`config.mk`:
```
export PLATFORM = sky130hd
export DESIGN_NAME = ipi_latch_gen
export DESIGN_NICKNAME = d
export VERILOG_FILES = /design/src/rtl/ipi_latch_gen.sv
export SDC_FILE = /design/constraint.sdc
export NUM_CORES = 1
export LEC_CHECK = 0
export ABC_AREA = 0
export BUFFER_PORTS_ARGS = -buffer_cell sky130_fd_sc_hd__clkbuf_2
export CAP_MARGIN = 20
export CELL_PAD_IN_SITES_DETAIL_PLACEMENT = 1
export CELL_PAD_IN_SITES_GLOBAL_PLACEMENT = 2
export CORE_MARGIN = 2
export CORE_UTILIZATION = 23
export CTS_CLUSTER_SIZE = 25
export DETAILED_ROUTE_END_ITERATION = 6
export PLACE_DENSITY_LB_ADDON = 0.08
export SLEW_MARGIN = 5
export SYNTH_ARGS = -nofsm -noshare
export SYNTH_HDL_FRONTEND = slang
export SYNTH_SLANG_ARGS = --single-unit
```
`constraint.sdc`:
```
create_clock -name clk -period 0.8 [get_ports clk]
set_input_delay 0.24 -clock clk [delete_from_list [all_inputs] [get_ports clk]]
set_output_delay 0.24 -clock clk [all_outputs]
set_load 0.01 [all_outputs]
```
`src/rtl/ipi_latch_gen.sv`:
```
module ipi_latch_gen #(
  parameter int NPROC   = 5,
  parameter int IDW     = 3,
  parameter int TGTW    = 3,
  parameter int WORDW   = 8,
  parameter int TGT_LSB = 4
) (
  input  logic                   clk,
  input  logic                   rst_n,
  input  logic [NPROC-1:0]       gen_we,
  input  logic [NPROC*WORDW-1:0] gen_wdata,
  input  logic [NPROC-1:0]       clr_we,
  input  logic [NPROC*(1<<IDW)-1:0] clr_data,
  input  logic [NPROC*(1<<IDW)-1:0] irq_mask,
  output logic [NPROC*(1<<IDW)-1:0] pend,
  output logic [NPROC-1:0]       irq,
  output logic                   tgt_err
);

  localparam int NID = 1 << IDW;

  logic [NID-1:0] pend_q [NPROC];
  logic [NID-1:0] set_v  [NPROC];
  logic           bad_wr;
  logic           err_q;

  always_comb begin
    bad_wr = 1'b0;
    for (int t = 0; t < NPROC; t++) set_v[t] = '0;
    for (int s = 0; s < NPROC; s++) begin
      if (gen_we[s]) begin
        if (int'(gen_wdata[s*WORDW+TGT_LSB +: TGTW]) >= NPROC) bad_wr = 1'b1;
        for (int t = 0; t < NPROC; t++)
          if (gen_wdata[s*WORDW+TGT_LSB +: TGTW] == TGTW'(t))
            set_v[t][gen_wdata[s*WORDW +: IDW]] = 1'b1;
      end
    end
  end

  always_ff @(posedge clk or negedge rst_n) begin
    if (!rst_n) err_q <= 1'b0;
    else        err_q <= err_q | bad_wr;
  end

  assign tgt_err = err_q;

  for (genvar t = 0; t < NPROC; t++) begin : g_tgt
    logic [NID-1:0] clr_m;
    assign clr_m = clr_we[t] ? clr_data[t*NID +: NID] : '0;

    always_ff @(posedge clk or negedge rst_n) begin
      if (!rst_n) pend_q[t] <= '0;
      else        pend_q[t] <= (pend_q[t] & ~clr_m) | set_v[t];
    end

    assign pend[t*NID +: NID] = pend_q[t];
    assign irq[t] = |(pend_q[t] & irq_mask[t*NID +: NID]);

    for (genvar b = 0; b < NID; b++) begin : g_bit
      p_set_wins_r6: assert property (@(posedge clk) disable iff (!rst_n)
        set_v[t][b] |=> pend_q[t][b]);
      p_no_spurious_r2: assert property (@(posedge clk) disable iff (!rst_n)
        (!pend_q[t][b] && !set_v[t][b]) |=> !pend_q[t][b]);
      p_latched_r4: assert property (@(posedge clk) disable iff (!rst_n)
        (pend_q[t][b] && !(clr_we[t] && clr_data[t*NID+b])) |=> pend_q[t][b]);
      p_w1c_r5: assert property (@(posedge clk) disable iff (!rst_n)
        (clr_we[t] && clr_data[t*NID+b] && !set_v[t][b]) |=> !pend_q[t][b]);
    end
  end

  p_err_sticky_r7: assert property (@(posedge clk) disable iff (!rst_n)
    tgt_err |=> tgt_err);
  p_err_rise_r7: assert property (@(posedge clk) disable iff (!rst_n)
    $rose(tgt_err) |-> $past(bad_wr));

endmodule

```
[After elaboration in Yosys (flattened, before gate mapping)]
Cells that the tools add are included.
Word-level totals
  output and inout bits: 46
  flip-flop bits (word level): 41
  word-level logic and storage cells: 152
Operators by class
  reductions and logical operators: 15
  magnitude comparators: 15
  eq/ne operators: 20
  bitwise operators: 41
  mux-type cells: 55
Operator list (count)
  $mux 8: 30
  $mux 40: 5
  $or 8x8->8: 25
  $and 8x8->8: 10
  $not 8->8: 5
  $reduce_or 8->1: 5
  $eq 3x2->1 const B: 10
  $lt 3x4->1 const B: 5
  $demux 1 s3: 5
  $eq 3x1->1 const B: 5
  $eq 3x3->1 const B: 5
  $ge 3x1->1 const B: 5
  $ge 3x3->1 const B: 5
  $logic_not 3->1: 5
  $mux 1: 15
  $logic_and 1x1->1: 5
  $or 1x1->1: 1

[Longest topological paths before layout]
  depth after elaboration: 19
  gate-level depth with buffers: 5
  depth with buffers taken out: 3

[Worst setup path before layout]
OpenSTA, ideal clock, no wires.
  path kind: input to register
  start point: in gen_wdata[30]
  end point: reg pend_q (netlist bit pend[38])
  buffers on the path: 1
  cell stages on the path: 4
  data arrival time: 0.950 ns
  library setup time: 0.139 ns
  path slack: -0.289 ns
  cell sequence: buf_2 nor3b_2 a222oi_1 nand3_1
Between the ends
  cells in the longest elaborated chain, start to end: 7
Ends and longest elaborated chain
  from (decl): line 11  | input logic [NPROC*WORDW-1:0] gen_wdata,
  $eq 3x3->1 (*): line 34  | if (gen_wdata[s*WORDW+TGT_LSB +: TGTW] == TGTW'(t))
  $mux 8 (*): line 34
  $mux 40 (*): line 31  | if (gen_we[s]) begin
  $or 8x8->8 (no line)
  $mux 8: line 34
  $mux 40 (*): line 31
  $or 8x8->8 (*): line 53  | else pend_q[t] <= (pend_q[t] & ~clr_m) | set_v[t];
  to (signal, indexed assignment): line 53
  to (decl): line 22  | logic [NID-1:0] pend_q [NPROC];
Mark *: on every way between the ends. The rest lies on a longest branch, timed or not.

[Final worst setup path]
  start point: reg pend_q (netlist bit pend[34])
  end point: out irq[4]
Between the ends
  cells in the longest elaborated chain, start to end: 2
Ends and longest elaborated chain
  $and 8x8->8: line 57  | assign irq[t] = |(pend_q[t] & irq_mask[t*NID +: NID]);
  $reduce_or 8->1: line 57
  to (decl): line 16  | output logic [NPROC-1:0] irq,
No other way between the ends.

==> results.cfg <==
[synth]
yosysWarnings = 0
yosys.area.top_type = dfrtp_1
synthCells = 369
yosys-top-cells-area = dfrtp_1 30%, a22oi_1 29%, and4bb_2 6.3%
syn-num-nets = 501
synth-seq-area-share = 0.301
yosysTopAreaCellShare = 0.301
ys_ff_latch = 41
avgSynthCellArea_sq_um = 9.22
synth_cell_types = 27
netlist_area_sq_um = 3400

[placement]
portBuffers = 167
place.gp.congestion = 0.880
dp_hpwl_mm = 15.2
dp_cells = 792

[floorplanning]
start_util = 0.235
die-width_um = 126
ios = 178
die_area_sq_um = 15800
num_rows = 44
die-height_um = 126
core_area_sq_um = 14500

[run_status]
violations = negative setup slack
status = finished, violations left

[critical_path]
reg2reg_from = pend[10]
crit_type = reg -> out
r2r_end = pend[10]
cp_cell_sequence = a22oi_2, nand4_1, buf_2
slowest_delay_ns = 0.40
cp_slowest_cell = dfrtp_1
arrival_ns = 1.16
reg2reg_depth = 5
r2r_setup_slack_ns = -0.28
crit_fanout = 2
worst_setup_path_end_kind = primary output
required_ns = 0.56
start_kind = flip-flop

[clock_tree]
cts-root-buf = clkbuf_16
cts_buffer_depth = 2
clk_latency_ns = 0.30
clock_sinks = 41
h-tree-depth = 2
cts_tree = yes
cts_buffers = 5
path_clk_slew_ns = 0.06

[sta]
clock_skew_ns = 0
period_minus_slack_ns = 1.40
period_share = 1.75
setup_viol = 87
tightest_slew_ns = 0.497
max_freq_ghz = 0.714
worst_slack_ns = -0.600
relSlewSlack = 0.668
finalHoldViolCount = 0
drv_slew = 0
rsz0062_at_grt = true

[global_routing]
grt_max_degree = 42
grt_pass1_wl_mm = 31.6
grt_pass1_vias = 5102
antenna_found_initial = 0
track_usage = 0.269
overflow = 0

[final_layout]
drive_gt1_frac = 0.673
fin_cells = 842
diodes = 0
nets = 790
utilization = 0.497
area_delta_synth_final_pct = 112

[power_and_ir_drop]
ir_drop_mv = 0.676
p_per_area_nw_per_um2 = 1210
leakagePower_nw = 3.12

[routing]
wirelength_mm = 21.4
first_pass_iters = 4
wl_per_cell_um = 25.4
num_vias = 4725
antenna_left = 0
viasPerCell = 5.61
drc_errors = 0
first_iter_violations = 303

[hold_path]
worstHoldStart = clr_data[4]
min_path_type = in -> reg
min_to = pend[4]
holdPathStages = 4

[flow_run]
max_cap_viol_count = 0
## final cells by class
| type | instances | area (sq um) |
|---|---|---|
| fillers | 1600 | 7280 |
| multi-input cells | 312 | 2940 |
| repair buffers | 298 | 2850 |
| flip-flops and latches | 41 | 1030 |
| well taps | 184 | 230 |
| clock buffers | 5 | 125 |
| clock inverters | 2 | 35.0 |
## what timing repair did
| action | CTS | global route |
|---|---|---|
| buffers inserted | 31 | 45 |
| gates resized for setup | 218 | 148 |
| setup endpoints to repair | 87 | 87 |
| hold buffers | 1 | 0 |
| endpoints found under the hold margin | 41 | 0 |
| gates cloned | 1 | 1 |
| pin swaps | 64 | 43 |
## critical path: cells and delay by family (launching register included)
family	cells	cell delay [ns]
buffers and inverters	1	0.15
and+or+nand+nor	1	0.10
DFF	1	0.40
AOI/OAI and AO/OA	1	0.21
## metal layers
metal	routed length, um	global-route usage
met3	1350	0.0374
met2	10400	0.453
met5	0	0
met4	1140	0.137
met1	8530	0.336
## worst max path at each step
stage,start,end,cells past startpoint
6_report,pend[34],irq[4],3
4_1_cts,pend[8],irq[1],3
2_1_floorplan,gen_wdata[30],pend[38],4
5_1_grt,pend[34],irq[4],3
3_5_place_dp,gen_wdata[22],pend[39],4
3_3_place_gp,gen_wdata[22],pend[35],4
## kinds of logic after synthesis
| kind of cell | after synthesis | share of synthesized area |
|---|---|---|
| buffers and inverters | 16 | 0.0213 |
| AOI/OAI and AO/OA | 136 | 0.301 |
| DFF | 41 | 0.301 |
| and+or+nand+nor | 176 | 0.376 |
## cell usage after synthesis, drive strengths merged
cell / number
a22oi: 130
or3: 1
nand3: 36
nor3: 5
and4b: 15
and4bb: 17
a222oi: 1
dfrtp: 41
and4: 5
or2: 1
nand4: 15
clkbuf: 6
a311o: 1
and3: 1
and3b: 5
nor2b: 2
o211ai: 4
nand3b: 3
nand4b: 1
buf: 10
nand2: 49
nor2: 1
nor4b: 5
nor3b: 14
## state kept, by name (all words and copies together), names as in the netlist
name / cells
tgt_err: 1
pend: 40
## layout by cell type, fill, tap and decap left out, drive strengths merged
cell / n
or3: 1
nor2: 1
dlygate4sd3: 1
nor3: 5
and4bb: 17
nor4b: 5
dfrtp: 41
a222oi: 1
and4b: 15
and3b: 5
nand4b: 1
a311o: 1
nor2b: 2
clkinv: 1
nand3b: 3
a22oi: 130
or2: 1
bufinv: 1
and4: 5
o211ai: 4
nand3: 36
buf: 179
nand2: 49
and3: 1
nand4: 15
clkbuf: 123
nor3b: 14
## stage by stage
step | area [sq um] | setup slack (ns) | setup TNS, ns | hold WS (ns) | total power [mW]
6_report | 7200 | -0.600 | -24.23 | 0.231 | 8.69
5_1_grt | 7200 | -0.662 | -27.11 | 0.245 | 9.10
4_1_cts | 6670 | -0.605 | -23.53 | 0.225 | 8.25
3_5_place_dp | 5330 | -0.690 | -27.03 | 0.250 | 5.10
3_3_place_gp | 5330 | -0.670 | -26.50 | 0.254 | 5.06
2_1_floorplan | 3610 | -0.249 | -7.28 | -0.0556 | 3.45
## report_power, final
| part | leakage (nW) | internal (mW) | switching, mW |
|---|---|---|---|
| registers | 0.545 | 2.29 | 0.199 |
| clock network | 0.0797 | 1.45 | 0.901 |
| logic | 2.50 | 2.20 | 1.64 |
No activity file was read; power rests on OpenSTA's default activity.
